===== src/rtl/irq_route_pkg.sv =====
package irq_route_pkg;

    typedef enum logic [1:0] {
        RG_NONE  = 2'd0,
        RG_SLOT  = 2'd1,
        RG_BOARD = 2'd2
    } irq_region_e;

    localparam int unsigned MAP_STRIDE = 8;

    // Fixed low bits of slot map register i.
    function automatic logic [30:0] slot_low_bits(input int unsigned i);
        logic [31:0] v;
        v = 32'h0000_07C0 | (i << 2);
        return v[30:0];
    endfunction

endpackage


===== src/rtl/irq_route_decode.sv =====
module irq_route_decode
    import irq_route_pkg::*;
#(
    parameter int ADDR_W    = 16,
    parameter int SLOT_BASE = 'hC00,
    parameter int N_SLOT    = 8,
    parameter int BRD_BASE  = 'h1000,
    parameter int N_BRD     = 16,
    parameter int SIW       = 3,
    parameter int BIW       = 4
) (
    input  logic [ADDR_W-1:0] addr,
    output irq_region_e       region,
    output logic [SIW-1:0]    slot_idx,
    output logic [BIW-1:0]    brd_idx
);
    localparam logic [ADDR_W:0] SLOT_LO = (ADDR_W+1)'(SLOT_BASE);
    localparam logic [ADDR_W:0] SLOT_HI = (ADDR_W+1)'(SLOT_BASE + N_SLOT * MAP_STRIDE);
    localparam logic [ADDR_W:0] BRD_LO  = (ADDR_W+1)'(BRD_BASE);
    localparam logic [ADDR_W:0] BRD_HI  = (ADDR_W+1)'(BRD_BASE + N_BRD * MAP_STRIDE);

    logic [ADDR_W:0]   addr_x;
    logic [ADDR_W-1:0] slot_off;
    logic [ADDR_W-1:0] brd_off;
    logic              unused_off_bits;

    assign addr_x   = {1'b0, addr};
    assign slot_off = addr - SLOT_LO[ADDR_W-1:0];
    assign brd_off  = addr - BRD_LO[ADDR_W-1:0];
    assign slot_idx = slot_off[3 +: SIW];
    assign brd_idx  = brd_off[3 +: BIW];
    assign unused_off_bits = ^{slot_off, brd_off};

    always_comb begin
        region = RG_NONE;
        if (addr[2]) begin
            if (addr_x >= SLOT_LO && addr_x < SLOT_HI) begin
                region = RG_SLOT;
            end else if (addr_x >= BRD_LO && addr_x < BRD_HI) begin
                region = RG_BOARD;
            end
        end
    end

endmodule


===== src/rtl/irq_route_enbank.sv =====
module irq_route_enbank #(
    parameter int N  = 8,
    parameter int IW = 3
) (
    input  logic          clk,
    input  logic          por_n,
    input  logic          clr,
    input  logic          wr,
    input  logic [IW-1:0] idx,
    input  logic          wen,
    output logic [N-1:0]  en
);
    always_ff @(posedge clk or negedge por_n) begin
        if (!por_n) begin
            en <= '0;
        end else if (clr) begin
            en <= '0;
        end else if (wr) begin
            en[idx] <= wen;
        end
    end

    // a clear cycle leaves every enable of the bank at zero
    a_r8_clear_wins: assert property (@(posedge clk) disable iff (!por_n)
        clr |=> (en == '0));

    // an accepted write lands its bit in the addressed enable
    a_r2_write_lands: assert property (@(posedge clk) disable iff (!por_n)
        (wr && !clr) |=> (en[$past(idx)] == $past(wen)));

    // without write or clear the bank holds
    a_r7_hold: assert property (@(posedge clk) disable iff (!por_n)
        (!wr && !clr) |=> $stable(en));

endmodule


===== src/rtl/irq_route_gate.sv =====
module irq_route_gate #(
    parameter int N_GRP   = 8,
    parameter int PER_GRP = 4,
    parameter int N_BRD   = 16
) (
    input  logic                           clk,
    input  logic                           por_n,
    input  logic [N_GRP*PER_GRP+N_BRD-1:0] irq_in,
    input  logic [N_GRP-1:0]               slot_en,
    input  logic [N_BRD-1:0]               brd_en,
    output logic [N_GRP*PER_GRP+N_BRD-1:0] ivec_out
);
    localparam int N_SLOT_LINES = N_GRP * PER_GRP;

    for (genvar g = 0; g < N_GRP; g++) begin : g_grp
        for (genvar l = 0; l < PER_GRP; l++) begin : g_line
            assign ivec_out[g*PER_GRP + l] = irq_in[g*PER_GRP + l] & slot_en[g];
        end
        // a blocked group shows no activity
        a_r3_group_blocked: assert property (@(posedge clk) disable iff (!por_n)
            !slot_en[g] |-> (ivec_out[g*PER_GRP +: PER_GRP] == '0));
    end

    for (genvar b = 0; b < N_BRD; b++) begin : g_brd
        assign ivec_out[N_SLOT_LINES + b] = irq_in[N_SLOT_LINES + b] & brd_en[b];
    end

    // an output is never high while its input is low
    a_r5_no_spurious: assert property (@(posedge clk) disable iff (!por_n)
        ((ivec_out & ~irq_in) == '0));

endmodule


===== src/rtl/irq_route_unit.sv =====
module irq_route_unit
    import irq_route_pkg::*;
#(
    parameter int ADDR_W     = 16,
    parameter int N_SLOT_REG = 8,
    parameter int LINES_PER  = 4,
    parameter int N_BRD_REG  = 16,
    parameter int SLOT_BASE  = 'hC00,
    parameter int BRD_BASE   = 'h1000,
    localparam int N_LINES   = N_SLOT_REG * LINES_PER + N_BRD_REG
) (
    input  logic               clk,
    input  logic               por_n,
    input  logic               dev_rst,
    input  logic [ADDR_W-1:0]  reg_addr,
    input  logic               reg_wr,
    input  logic [31:0]        reg_wdata,
    output logic [31:0]        reg_rdata,
    input  logic [N_LINES-1:0] irq_in,
    output logic [N_LINES-1:0] ivec_out
);
    localparam int SIW = (N_SLOT_REG > 1) ? $clog2(N_SLOT_REG) : 1;
    localparam int BIW = (N_BRD_REG > 1) ? $clog2(N_BRD_REG) : 1;

    irq_region_e           region;
    logic [SIW-1:0]        slot_idx;
    logic [BIW-1:0]        brd_idx;
    logic [N_SLOT_REG-1:0] slot_en;
    logic [N_BRD_REG-1:0]  brd_en;
    logic                  slot_wr;
    logic                  brd_wr;
    logic                  unused_wdata;

    assign unused_wdata = ^reg_wdata[30:0];

    irq_route_decode #(
        .ADDR_W(ADDR_W), .SLOT_BASE(SLOT_BASE), .N_SLOT(N_SLOT_REG),
        .BRD_BASE(BRD_BASE), .N_BRD(N_BRD_REG), .SIW(SIW), .BIW(BIW)
    ) u_decode (
        .addr(reg_addr), .region(region), .slot_idx(slot_idx), .brd_idx(brd_idx)
    );

    assign slot_wr = reg_wr && (region == RG_SLOT);
    assign brd_wr  = reg_wr && (region == RG_BOARD);

    irq_route_enbank #(.N(N_SLOT_REG), .IW(SIW)) u_slot_bank (
        .clk(clk), .por_n(por_n), .clr(dev_rst), .wr(slot_wr),
        .idx(slot_idx), .wen(reg_wdata[31]), .en(slot_en)
    );

    irq_route_enbank #(.N(N_BRD_REG), .IW(BIW)) u_brd_bank (
        .clk(clk), .por_n(por_n), .clr(1'b0), .wr(brd_wr),
        .idx(brd_idx), .wen(reg_wdata[31]), .en(brd_en)
    );

    irq_route_gate #(.N_GRP(N_SLOT_REG), .PER_GRP(LINES_PER), .N_BRD(N_BRD_REG)) u_gate (
        .clk(clk), .por_n(por_n), .irq_in(irq_in),
        .slot_en(slot_en), .brd_en(brd_en), .ivec_out(ivec_out)
    );

    always_comb begin
        reg_rdata = '0;
        unique case (region)
            RG_SLOT:  reg_rdata = {slot_en[slot_idx], slot_low_bits(32'(slot_idx))};
            RG_BOARD: reg_rdata = {brd_en[brd_idx], 31'd0};
            default:  reg_rdata = '0;
        endcase
    end

    // the lower word of every slot reads as zero
    a_r6_lower_zero: assert property (@(posedge clk) disable iff (!por_n)
        !reg_addr[2] |-> (reg_rdata == 32'd0));

    // a slot write in a reset cycle leaves its enable cleared
    a_r9_reset_beats_write: assert property (@(posedge clk) disable iff (!por_n)
        (dev_rst && slot_wr) |=> (slot_en == '0));

endmodule


===== config.mk =====
export PLATFORM = sky130hd
export DESIGN_NAME = irq_route_unit
export DESIGN_NICKNAME = d
export VERILOG_FILES = /design/src/rtl/irq_route_pkg.sv /design/src/rtl/irq_route_decode.sv /design/src/rtl/irq_route_enbank.sv /design/src/rtl/irq_route_gate.sv /design/src/rtl/irq_route_unit.sv
export SDC_FILE = /design/constraint.sdc
export NUM_CORES = 1
export LEC_CHECK = 0
export BUFFER_PORTS_ARGS = -buffer_cell sky130_fd_sc_hd__buf_2
export CAP_MARGIN = 20
export CORE_UTILIZATION = 39
export CTS_BUF_LIST = sky130_fd_sc_hd__clkbuf_2
export CTS_CLUSTER_DIAMETER = 150
export DETAILED_ROUTE_END_ITERATION = 8
export PLACE_DENSITY = 0.83
export SLEW_MARGIN = 5
export SYNTH_ARGS = -nofsm -noshare
export SYNTH_HDL_FRONTEND = slang
export SYNTH_SLANG_ARGS = --single-unit

===== constraint.sdc =====
create_clock -name clk -period 1.53 [get_ports clk]
set_input_delay 0.153 -clock clk [delete_from_list [all_inputs] [get_ports clk]]
set_output_delay 0.153 -clock clk [all_outputs]
set_load 0.03 [all_outputs]

## Yosys cells after proc, flatten, opt, wreduce, memory -nomap -nowiden

Index checks and enable logic that the tools add are counted.
W data, S select, Z words.

| storage, ports and cells | value |
|---|---|
| flip-flop bits (word level) | 24 |
| input bits | 100 |
| output and inout bits | 80 |

| operators by class | value |
|---|---|
| add/subtract/negate cells | 2 |
| $lt $le $gt $ge | 8 |
| eq/ne operators | 2 |
| multiplexer cells | 16 |
| bitwise gates (word level) | 48 |
| reductions and logical operators | 7 |

Operator list:

| cell | number |
|---|---|
| $pmux W32 S2 | 1 |
| $and A1 B1 Y1 | 48 |
| $bwmux W16 | 1 |
| $ge A16 B12 Y1 const B | 1 |
| $ge A16 B13 Y1 const B | 1 |
| $lt A16 B12 Y1 const B | 1 |
| $lt A16 B13 Y1 const B | 1 |
| $mux W8 | 2 |
| $bwmux W8 | 1 |
| $sub A7 B1 Y7 const B | 1 |
| $logic_and A1 B1 Y1 | 6 |
| $mux W2 | 3 |
| $sub A6 B1 Y6 const B | 1 |
| $lt A4 B5 Y1 const B | 1 |
| $bmux W1 S4 | 1 |
| $demux W1 S4 | 1 |
| $ge A4 B1 Y1 const B | 1 |
| $lt A3 B4 Y1 const B | 1 |
| $mux W1 | 4 |
| $bmux W1 S3 | 1 |
| $demux W1 S3 | 1 |
| $ge A3 B1 Y1 const B | 1 |
| $eq A2 B1 Y1 const B | 1 |
| $eq A2 B2 Y1 const B | 1 |
| $reduce_bool A2 Y1 | 1 |

## Logic depth before layout (Yosys ltp)

Gate-level depths: netlist (run 1).

| logic depth | value |
|---|---|
| depth in word-level cells | 9 |
| depth in mapped cells | 6 |

## Modules after synthesis

Synthesis (run 1) repeated with hierarchy kept, for this count alone.

| unflattened totals | value |
|---|---|
| cells, all modules | 237 |
| area total of the unflattened synthesis | 2183.3 sq um |

Modules (own cells, without submodules):

| module | instances | cells each | area an instance (sq um) | sequential area each (sq um) |
|---|---|---|---|---|
| irq_route_enbank (u_brd_bank) | 1 | 75 | 807.0 | 400.4 |
| irq_route_unit | 1 | 67 | 545.5 | 0.0 |
| irq_route_enbank (u_slot_bank) | 1 | 34 | 426.7 | 200.2 |
| irq_route_gate | 1 | 48 | 300.3 | 0.0 |
| irq_route_decode | 1 | 13 | 103.8 | 0.0 |

## Least setup slack after synthesis (run 1)

OpenSTA, ideal clock, no wires.

| path | value |
|---|---|
| path type | input-to-output |
| start | in reg_addr[3] |
| end | out reg_rdata[31] |
| arrival | 1825 ps |
| required time | 1377 ps |
| setup slack | -448 ps |
| stages | 5 |
| path through | buf_4 -> mux4_2 -> nor2b_1 -> a211oi_1 -> o41ai_1 |

| on the way | value |
|---|---|
| cells in the longest elaborated chain, start to end | 7 |
| elaborated cells between the ends (all ways) | 18 |
| those cells by class | add/sub: 2; order compare: 4; eq/ne: 2; mux: 8; reduce/logical: 2 |

Ends and longest elaborated chain:

| what | RTL line | text |
|---|---|---|
| start, declared | irq_route_unit.sv:15 | `input logic [ADDR_W-1:0] reg_addr,` |
| $ge A16 B13 Y1 or $lt A16 B13 Y1 (tied branches) | irq_route_decode.sv:39 | `end else if (addr_x >= BRD_LO && addr_x < BRD_HI) begin` |
| $logic_and A1 B1 Y1 | irq_route_decode.sv:39 |  |
| $mux W2 | irq_route_decode.sv:39 |  |
| $mux W2 | irq_route_decode.sv:37 | `if (addr_x >= SLOT_LO && addr_x < SLOT_HI) begin` |
| $mux W2 | irq_route_decode.sv:36 | `if (addr[2]) begin` |
| $eq A2 B2 Y1 or $eq A2 B1 Y1 (tied branches) | irq_route_unit.sv:63 | `unique case (region)` |
| $pmux W32 S2 (*) | irq_route_unit.sv:63 |  |
| end, declared | irq_route_unit.sv:18 | `output logic [31:0] reg_rdata,` |

Mark *: on every way between the ends. The rest lies on a longest branch, timed or not. The select of a mux whose other input is x is not followed.

## Final worst setup path (run 1)

| path | value |
|---|---|
| start | reg u_slot_bank.en[7] |
| end | out reg_rdata[31] |

| on the way | value |
|---|---|
| cells in the longest elaborated chain, start to end | 3 |

Ends and longest elaborated chain:

| what | RTL line | text |
|---|---|---|
| start, declared | irq_route_enbank.sv:11 | `output logic [N-1:0] en` |
| start signal, assigned by index | irq_route_enbank.sv:19 | `en[idx] <= wen;` |
| $bmux W1 S3 | irq_route_unit.sv:64 | `RG_SLOT: reg_rdata = {slot_en[slot_idx], slot_low_bits(32'(slot_idx))};` |
| $mux W1 (not written as such) | irq_route_unit.sv:64 |  |
| $pmux W32 S2 | irq_route_unit.sv:63 |  |

No other way between the ends. The select of a mux whose other input is x is not followed.

==> results.txt, run 1 <==
* Final period utilization: 132%
* Clock Sink Count: 24
- Latest clock arrival within the worst-skew pair: 340 ps
- The initial antenna violation count is 0.
- Level count of the clock H-tree: 1
- Across the run, the number of max-cap violations was 0.
- Fin cells: around 420
- Detailed-routing iteration count for the pre-antenna-repair pass: 4
- Proportion of total power due to net switching: 31.6%
- The congestion estimate from routability-driven global placement came to roughly 0.9.
- Placed instance count: 414
* Flops & latches, synth: 24
- During synthesis, Yosys emitted a total of 0 warnings.
* Minimum setup slack among reg-to-reg paths: a little under 600 ps
- In the routed layout, each cell is associated on average with a via count of approximately 4.6.
- Part of the total power dissipated in the clock network: between 20% and 30%
* Row cnt: 25
- Count of cell types in the netlist: 33
- Post-detailed-route count of antenna-violating nets: 0
* Endpoint type of the worst setup path: primary output
- IR analysis of the VDD net gives a maximum drop of between 300 and 400 uV.
- The cell area that synthesis handed to floorplanning was 2010 sq um.
* Average instance area after synthesis: a little under 10 sq um
* Net switching power of the design: between 0.0003 and 0.0004 W
- For the finished layout, the period the worst path requires is between 2000 and 2500 ps.
- Counting along the longest clock path gives a buffer depth of 2.
* Average wire length per cell after detail routing: between 10 and 15 um
* Maximum number of pins on one net before global-route repair: 25
- # diodes: 0
* Final-report max-slew violation count: 0
- Sequential cell area fraction in the yosys report: between 20 and 30%
- Net count of the finished layout: between 400 and 500
* Critical path data required time: roughly 1400 ps
- Static timing analysis puts the maximum clock frequency at 494 MHz.
* PortBufs: ~120
- Share of final-layout standard cells stronger than drive strength 1: roughly half
- The detailed router finished its first iteration with 60 violations.
- Per report_power, the sequential group accounts for between 50% and 60% of the total.
- Setup slack on the critical path of the routed design comes to -494 ps.
- Across every metal layer, demand over resource in global routing totals between 10% and 20%.
- The worst hold path passes through 3 cells.
- Most frequent cells in the layout: buf_2 (122), and2_1 (52), buf_4 (33), dfrtp_1 (24), conb_1 (23)
* Violated checks: setup timing
- Along the worst path, the maximum fanout reaches 2.
- The initial utilization of the core area, before any placement, comes to around 41%.
- The run finished, with violations left.
* Count of flip-flops with a built-in enable after synthesis: 0
- The die covers about 5400 sq um.
- Detailed placement finished with a half-perimeter wire length of roughly 4200 um.
- Across all hold checks on the routed design, the worst slack comes to 161 ps.
- Counting every instance in the synthesized netlist gives about 210.
* Horiz. Die Dim: roughly 74 um
- The total count of hold-check failures in the final report was 0.
* Most common cell after layout, fill and taps aside: buf_2
- Category of the critical setup timing path: reg -> out
* Area Overhead vs Synth: 40.9%
- CTS tree: done
- Prevailing post-synth register cell: dfrtp_1
* Combinational share of power: 23.9%
- STA puts the critical path data arrival time at between 1500 and 2000 ps.
- Setup violations remaining at the end of the flow were counted as 1.
- Critical path startpoint category: flip-flop
- Remaining global-route overflow: 0
- Power density of the placed cells: a little over 400 nW/um^2
- Die Y-Extent: ~74 um
- Clock slew at the register clock pins of the worst setup and hold paths: roughly 220 ps
* Area inside the core boundary: about 4800 sq um
* Number of remaining DRC errors: 0
* Number of global-route vias before repair: ~1,700
* Fin Clk Skew: 0 ps
* Worst slew pin tran: approximately 550 ps
- In this run, CTS created clock tree buffers numbering 3.
* First-pass GRT wire length: around 7500 um
* RSZ-0062 raised after global routing: true
- Length in cells of the worst reg-to-reg path: 2
- The worst pin sits at a relative slew slack of a little under two thirds.
- Detailed-route via count: between 1,500 and 2,000
- After synthesis, the share of flip-flops with an asynchronous set or reset is between 90% and 100%.
* Clock tree root driver cell: clkbuf_2
- OpenSTA, run right after detailed placement, puts the worst setup slack at -238 ps.
- Routed wire length: between 5000 and 6000 um
- The worst hold path belongs to the class in -> reg.
- For this design the top-level I/O count stands at 180.
- The internal power of the cells totals 0.000796 W.
- Setup TNS: -494 ps
* Standby leakage power: ~1.7 nW
-- Yosys cell counts, types with 2 or more instances --
| master | number | area, sq um |
|---|---|---|
| and3_2 | 2 | 15.0 |
| mux2_2 | 8 | 90.1 |
| mux2i_1 | 9 | 90.1 |
| mux4_2 | 5 | 113 |
| dfrtp_1 | 24 | 601 |
| nand2_1 | 3 | 11.3 |
| nor2b_1 | 6 | 37.5 |
| buf_6 | 4 | 45.0 |
| nor3_1 | 8 | 40.0 |
| and2_1 | 52 | 325 |
| nor2_1 | 7 | 26.3 |
| nand4_1 | 4 | 25.0 |
| nor4_2 | 2 | 25.0 |
| nand2b_1 | 10 | 62.6 |
| mux2_1 | 9 | 101 |
| nand3_1 | 8 | 40.0 |
| clkbuf_1 | 2 | 7.51 |
| buf_4 | 28 | 210 |
-- cell families (layout without fill, tap and decap cells) --
family | count (synthesis) | in the layout | share of synthesized area, %
muxes | 31 | 31 | 19.7
other | 1 | 23 | 0.187
DFF | 24 | 24 | 29.9
AOI/OAI and AO/OA | 4 | 4 | 1.43
buffers and inverters | 37 | 161 | 13.7
and+or+nand+nor | 109 | 109 | 35.1
-- layout make-up --
type / count / area (sq um)
Fill cell: 418 / 2020
Multi-Input combinational cell: 167 / 1250
Timing Repair Buffer: 156 / 868
Sequential cell: 24 / 601
Tap cell: 67 / 83.8
Clock buffer: 3 / 15.0
Clock inverter: 1 / 3.75
Inverter: 1 / 3.75
-- stage by stage --
| stage | utilization (%) | total power (W) | area [sq um] |
|---|---|---|---|
| finish | 58.3 | 0.00116 | 2830 |
| global route | 58.3 | 0.00122 | 2830 |
| CTS | 58.2 | 0.00117 | 2820 |
| detailed placement | 57.3 | 0.000922 | 2780 |
| global placement | 57.3 | 0.000914 | 2780 |
| floorplan | - | 0.000844 | 2110 |
-- final timing paths --
kind | from | endpoint
max in group asynchronous | por_n | u_slot_bank.en[0]
hold reg to reg | u_brd_bank.en[15] | u_brd_bank.en[15]
min in group asynchronous | por_n | u_brd_bank.en[5]
hold / removal | dev_rst | u_slot_bank.en[1]
setup reg to reg | u_brd_bank.en[0] | u_brd_bank.en[0]
setup / recovery | u_slot_bank.en[7] | reg_rdata[31]
-- what timing repair did --
action                                  CTS  global route
hold buffers                              1             0
resized for setup                         4             1
pin swaps                                 2             0
endpoints found under the hold margin    24             0
setup buffers                             0             0
endpoints found under the setup margin    1             3
-- power by group through the flow --
stage | logic (W) | clock network, W | registers [W]
after floorplan | 0.000197 | 0 | 0.000647
after global placement | 0.000267 | 0 | 0.000647
after detailed placement | 0.000274 | 0 | 0.000647
after CTS | 0.000277 | 0.000254 | 0.000636
after global routing | 0.000302 | 0.000285 | 0.000637
final | 0.000278 | 0.000249 | 0.000636
-- layer usage --
metal	track usage (%)	wire [um]	vias to the layer above
li1	-	-	950
met1	22.9	2110	866
met2	32.0	2580	97
met3	2.33	322	2
met4	4.91	25	0
met5	0	0	-
-- critical path, cell delays in order, from the launching register on --
cell and delay [ps]:
dfrtp_1 450, mux4_2 480, mux2_4 290, nand2_4 70
o41ai_4 70, buf_4 180
-- registers in the layout, indices dropped and copies added, names as in the netlist --
name and cells:
u_brd_bank.en 16, u_slot_bank.en 8
Note: power is estimated with default switching activity, not from simulation.
==> run 2: changes to the inputs <==
--- a/config.mk
+++ b/config.mk
@@ -7,7 +7,8 @@
 export LEC_CHECK = 0
 export BUFFER_PORTS_ARGS = -buffer_cell sky130_fd_sc_hd__buf_2
 export CAP_MARGIN = 20
-export CORE_UTILIZATION = 39
+export CORE_ASPECT_RATIO = 0.5
+export CORE_UTILIZATION = 40
 export CTS_BUF_LIST = sky130_fd_sc_hd__clkbuf_2
 export CTS_CLUSTER_DIAMETER = 150
 export DETAILED_ROUTE_END_ITERATION = 8
@@ -15,4 +16,5 @@
 export SLEW_MARGIN = 5
 export SYNTH_ARGS = -nofsm -noshare
 export SYNTH_HDL_FRONTEND = slang
+export SYNTH_HIERARCHICAL = 1
 export SYNTH_SLANG_ARGS = --single-unit
==> results.txt, run 2 <==
- The analysis attributes to cell leakage a power of around 1.8 nW.
- Dividing the detail-routed wire length by the instance count gives about 14 um.
- Prevailing post-synth register cell: dfrtp_1
- Final Power: about 0.0014 W
- Category of the critical setup timing path: in -> out
- Critical path data required time: 1380 ps
- All-Layer GR Usage: 19.7%
- Slew Limit Headroom: between 60% and 70%
* Level count of the clock H-tree: 1
* CP Max Fanout: 3
- The first detailed-routing pass ran for 4 iterations.
* Status: finished with violations
- Of the total synthesized cell area, the portion taken by XOR and XNOR cells is 0%.
* Largest stage delay, worst path: 560 ps
- By area, the combinational part of the netlist is dominated by simple AND/OR/NAND/NOR gates.
- Placer Congestion: approximately 0.77
* Clock Sink Count: 24
- For the pin with the worst max-slew slack, the measured transition is ~590 ps.
- Cells with a size suffix above 1 make up between 40% and 50% of the layout.
- The first global-routing pass estimated 8780 um of wire.
- Clock tree root driver cell: clkbuf_2
- Top Family by Delay on Critical Path: simple AND/OR/NAND/NOR gates
* Endpoint type of the worst setup path: primary output
- Multiplexer share of the synthesized area: 17.7%
* Max frequency: approximately 440 MHz
- Sorting the synthesized cells by how often they occur yields and2_1 (52), buf_4 (34), mux2i_1 (31), nand2b_1 (27), dfrtp_1 (24).
* Row cnt: 18
* Final setup margin: -741 ps
- Initial DRC Count: 95
- The core region is between 5000 and 6000 sq um.
- Sequential cell area fraction in the yosys report: between 20% and 30%
* Flops & latches, synth: 24
* Overall die area: around 5800 sq um
- Compound-cell area share of the yosys netlist: under 10%
* Count of flip-flops with a built-in enable after synthesis: 0
- Half-perimeter wire length after placement: roughly 4300 um
- The total count of hold-check failures in the final report came to 0.
- Max VDD drop: ~370 uV
- Setup violations remaining at the end of the flow were counted as 33.
- Area Overhead vs Synth: 46.5%
- CTS tree: done
* Effective utilization at floorplan: ~43%
* Max_cap viols: 0
- The clock reaches the later pin of the worst-skew pair after 390 ps.
- Most used cell, CP: buf_6
- The Yosys step of the flow raised 6 warnings.
* Final core occ: 62.8%
- Top-Level Pins: between 150 and 200
- Syn Std Cell Area: approximately 2200 sq um
- Post-synthesis share of cell area spent on and, or, nand and nor gates: a little under two fifths
- Dividing total power by cell area gives a power density of between 400 and 500 nW/um^2.
- Fraction of post-synthesis cell area in the top cell type by area: approximately 28%
* Net count of the finished layout: 484
- Dividing the synthesized area by the synthesized cell count gives between 9 and 10 sq um.
- Final period utilization: 148%
- Once layout is complete, the cells apart from fillers number 450.
- The number of antenna diodes in the final layout is 0.
* Async set-or-reset flop fraction in the synthesized netlist: 100%
- The final reports fail on setup timing.
- After clock tree synthesis, the clock-pin slew on the worst setup and hold paths is between 200 and 300 ps.
* Placed instance count: roughly 440
- RSZ-0062 raised after global routing: true
* Routed wire length: 6140 um
- Hold Slack: a little under 80 ps
* Gate count after technology mapping: 237
- Biggest registers after layout: u_brd_bank/en (16), u_slot_bank/en (8)
- Initial antenna violation count: 0
- Cells taking the most area after synthesis: dfrtp_1 (28%), and2_1 (15%), mux2i_1 (14%), buf_4 (12%), nand2b_1 (7.7%)
* Remaining global-route overflow: 0
- Fin Clk Skew: 0 ps
- u_brd_bank/en holds more flip-flops than any other register.
- Maximum number of pins on one net before global-route repair: 25
- Summing the areas of all fa, ha and maj instances in the mapped netlist gives 1.72% of the synthesized area.
- On the critical path, the stage with the largest delay is an instance of or4b_4.
* Horiz. Die Dim: 106 um
- The worst path in the final design needs a cycle of between 2000 and 2500 ps, including I/O delays and setup.
* Most common cell after layout, fill and taps aside: buf_2
- In the routed design, unresolved DRC markers number 0.
- In this run the worst hold path is classified as in -> reg.
- Count of cell types in the netlist: 36
- Cell breakdown of the critical path: buf_6 -> or4b_4 -> nor4_4 -> ha_4 -> nor3b_2 -> nand4_1 -> o211ai_4 -> buf_6
* Sum of buffers and inverters on the critical path: 2
* Die Y-Extent: between 50 and 60 um
- Most used standard cell by instance count after synthesis: and2_1
- Using the TritonRoute via totals, the vias-per-cell ratio works out to around 4.7.
- Detailed routing inserted a total of 2,131 vias.
- Buffers placed on the I/O ports in this run total about 120.
- For the worst setup path, the data arrival time is 2120 ps.
- Critical path startpoint category: input pin
* Number of global-route vias before repair: 1,912
- The final max-slew violation count is 0.
- Post-detailed-route count of antenna-violating nets: 0
- The library cells used most frequently in the layout, excluding fill and tap cells, are buf_2 (113), and2_1 (48), mux2i_1 (31), conb_1 (31), nand2b_1 (27).
- The register with the most flip-flops in the layout has 16 of them.
* Total CTS buffers: 3
- dfrtp_1 takes more of the synthesized area than any other cell.
- CTS Buffer Depth: 2
run 2: metal layers:
layer	track usage [%]	vias to the layer above	wire length (um)
met4	6.62	0	146
li1	-	1023	-
met5	0	-	0
met3	2.50	16	289
met2	40.3	82	3190
met1	22.1	1010	2520
run 2: final cells by class:
| class | instances | area, sq um |
|---|---|---|
| fillers | 401 | 1890 |
| well taps | 70 | 87.6 |
| clock inverters | 1 | 30.0 |
| clock buffers | 3 | 15.0 |
| inverters | 2 | 10.0 |
| repair buffers | 149 | 900 |
| multi-input cells | 201 | 1560 |
| flip-flops and latches | 24 | 601 |
run 2: logic make-up (layout without fill, tap and decap cells):
family,count (synthesis),in the layout
compound gates,3,3
fa+ha+maj,3,3
buf+inv,42,155
flops,24,24
mux,35,35
other cells,1,31
simple gates,129,129
run 2: timing repair:
item                                   CTS  global route
endpoints found under the hold margin   24             0
hold buffers                             1             0
pin swaps                               14             6
setup buffers                            2             2
resized for setup                       43             5
setup endpoints to repair               32            33
run 2: power breakdown:
part | switching (W) | internal [W]
clock network | 0.000229 | 0.000225
logic | 0.000189 | 0.000119
registers | 0.0000000123 | 0.000636
total | 0.000417 | 0.000979
run 2: worst reg2reg max path: stages, from the launching register on:
cell,delay (ps)
dfrtp_1,460
buf_4,150
nand2b_1,90
mux2i_1,90
run 2: path summary, 6_finish.rpt:
path / depth (start not counted) / from / endpoint / slack (ps)
max: 8 / reg_addr[7] / reg_rdata[31] / -740
min in group asynchronous: 2 / por_n / u_brd_bank/en[13] / 230
max in group asynchronous: 2 / por_n / u_brd_bank/en[7] / 930
min reg2reg: 2 / u_brd_bank/en[12] / u_brd_bank/en[12] / 590
min: 3 / dev_rst / u_slot_bank/en[4] / 80
max reg2reg: 3 / u_slot_bank/en[3] / u_slot_bank/en[3] / 660
run 2: metrics by stage:
| stage | setup TNS [ps] | worst slack (ps) | cell area, sq um |
|---|---|---|---|
| finish | -10260 | -741 | 3200 |
| global placement | -17140 | -686 | 2950 |
| detailed placement | -18080 | -720 | 2950 |
| global route | -10850 | -775 | 3200 |
| floorplan | -9450 | -405 | 2350 |
| CTS | -7790 | -626 | 3170 |
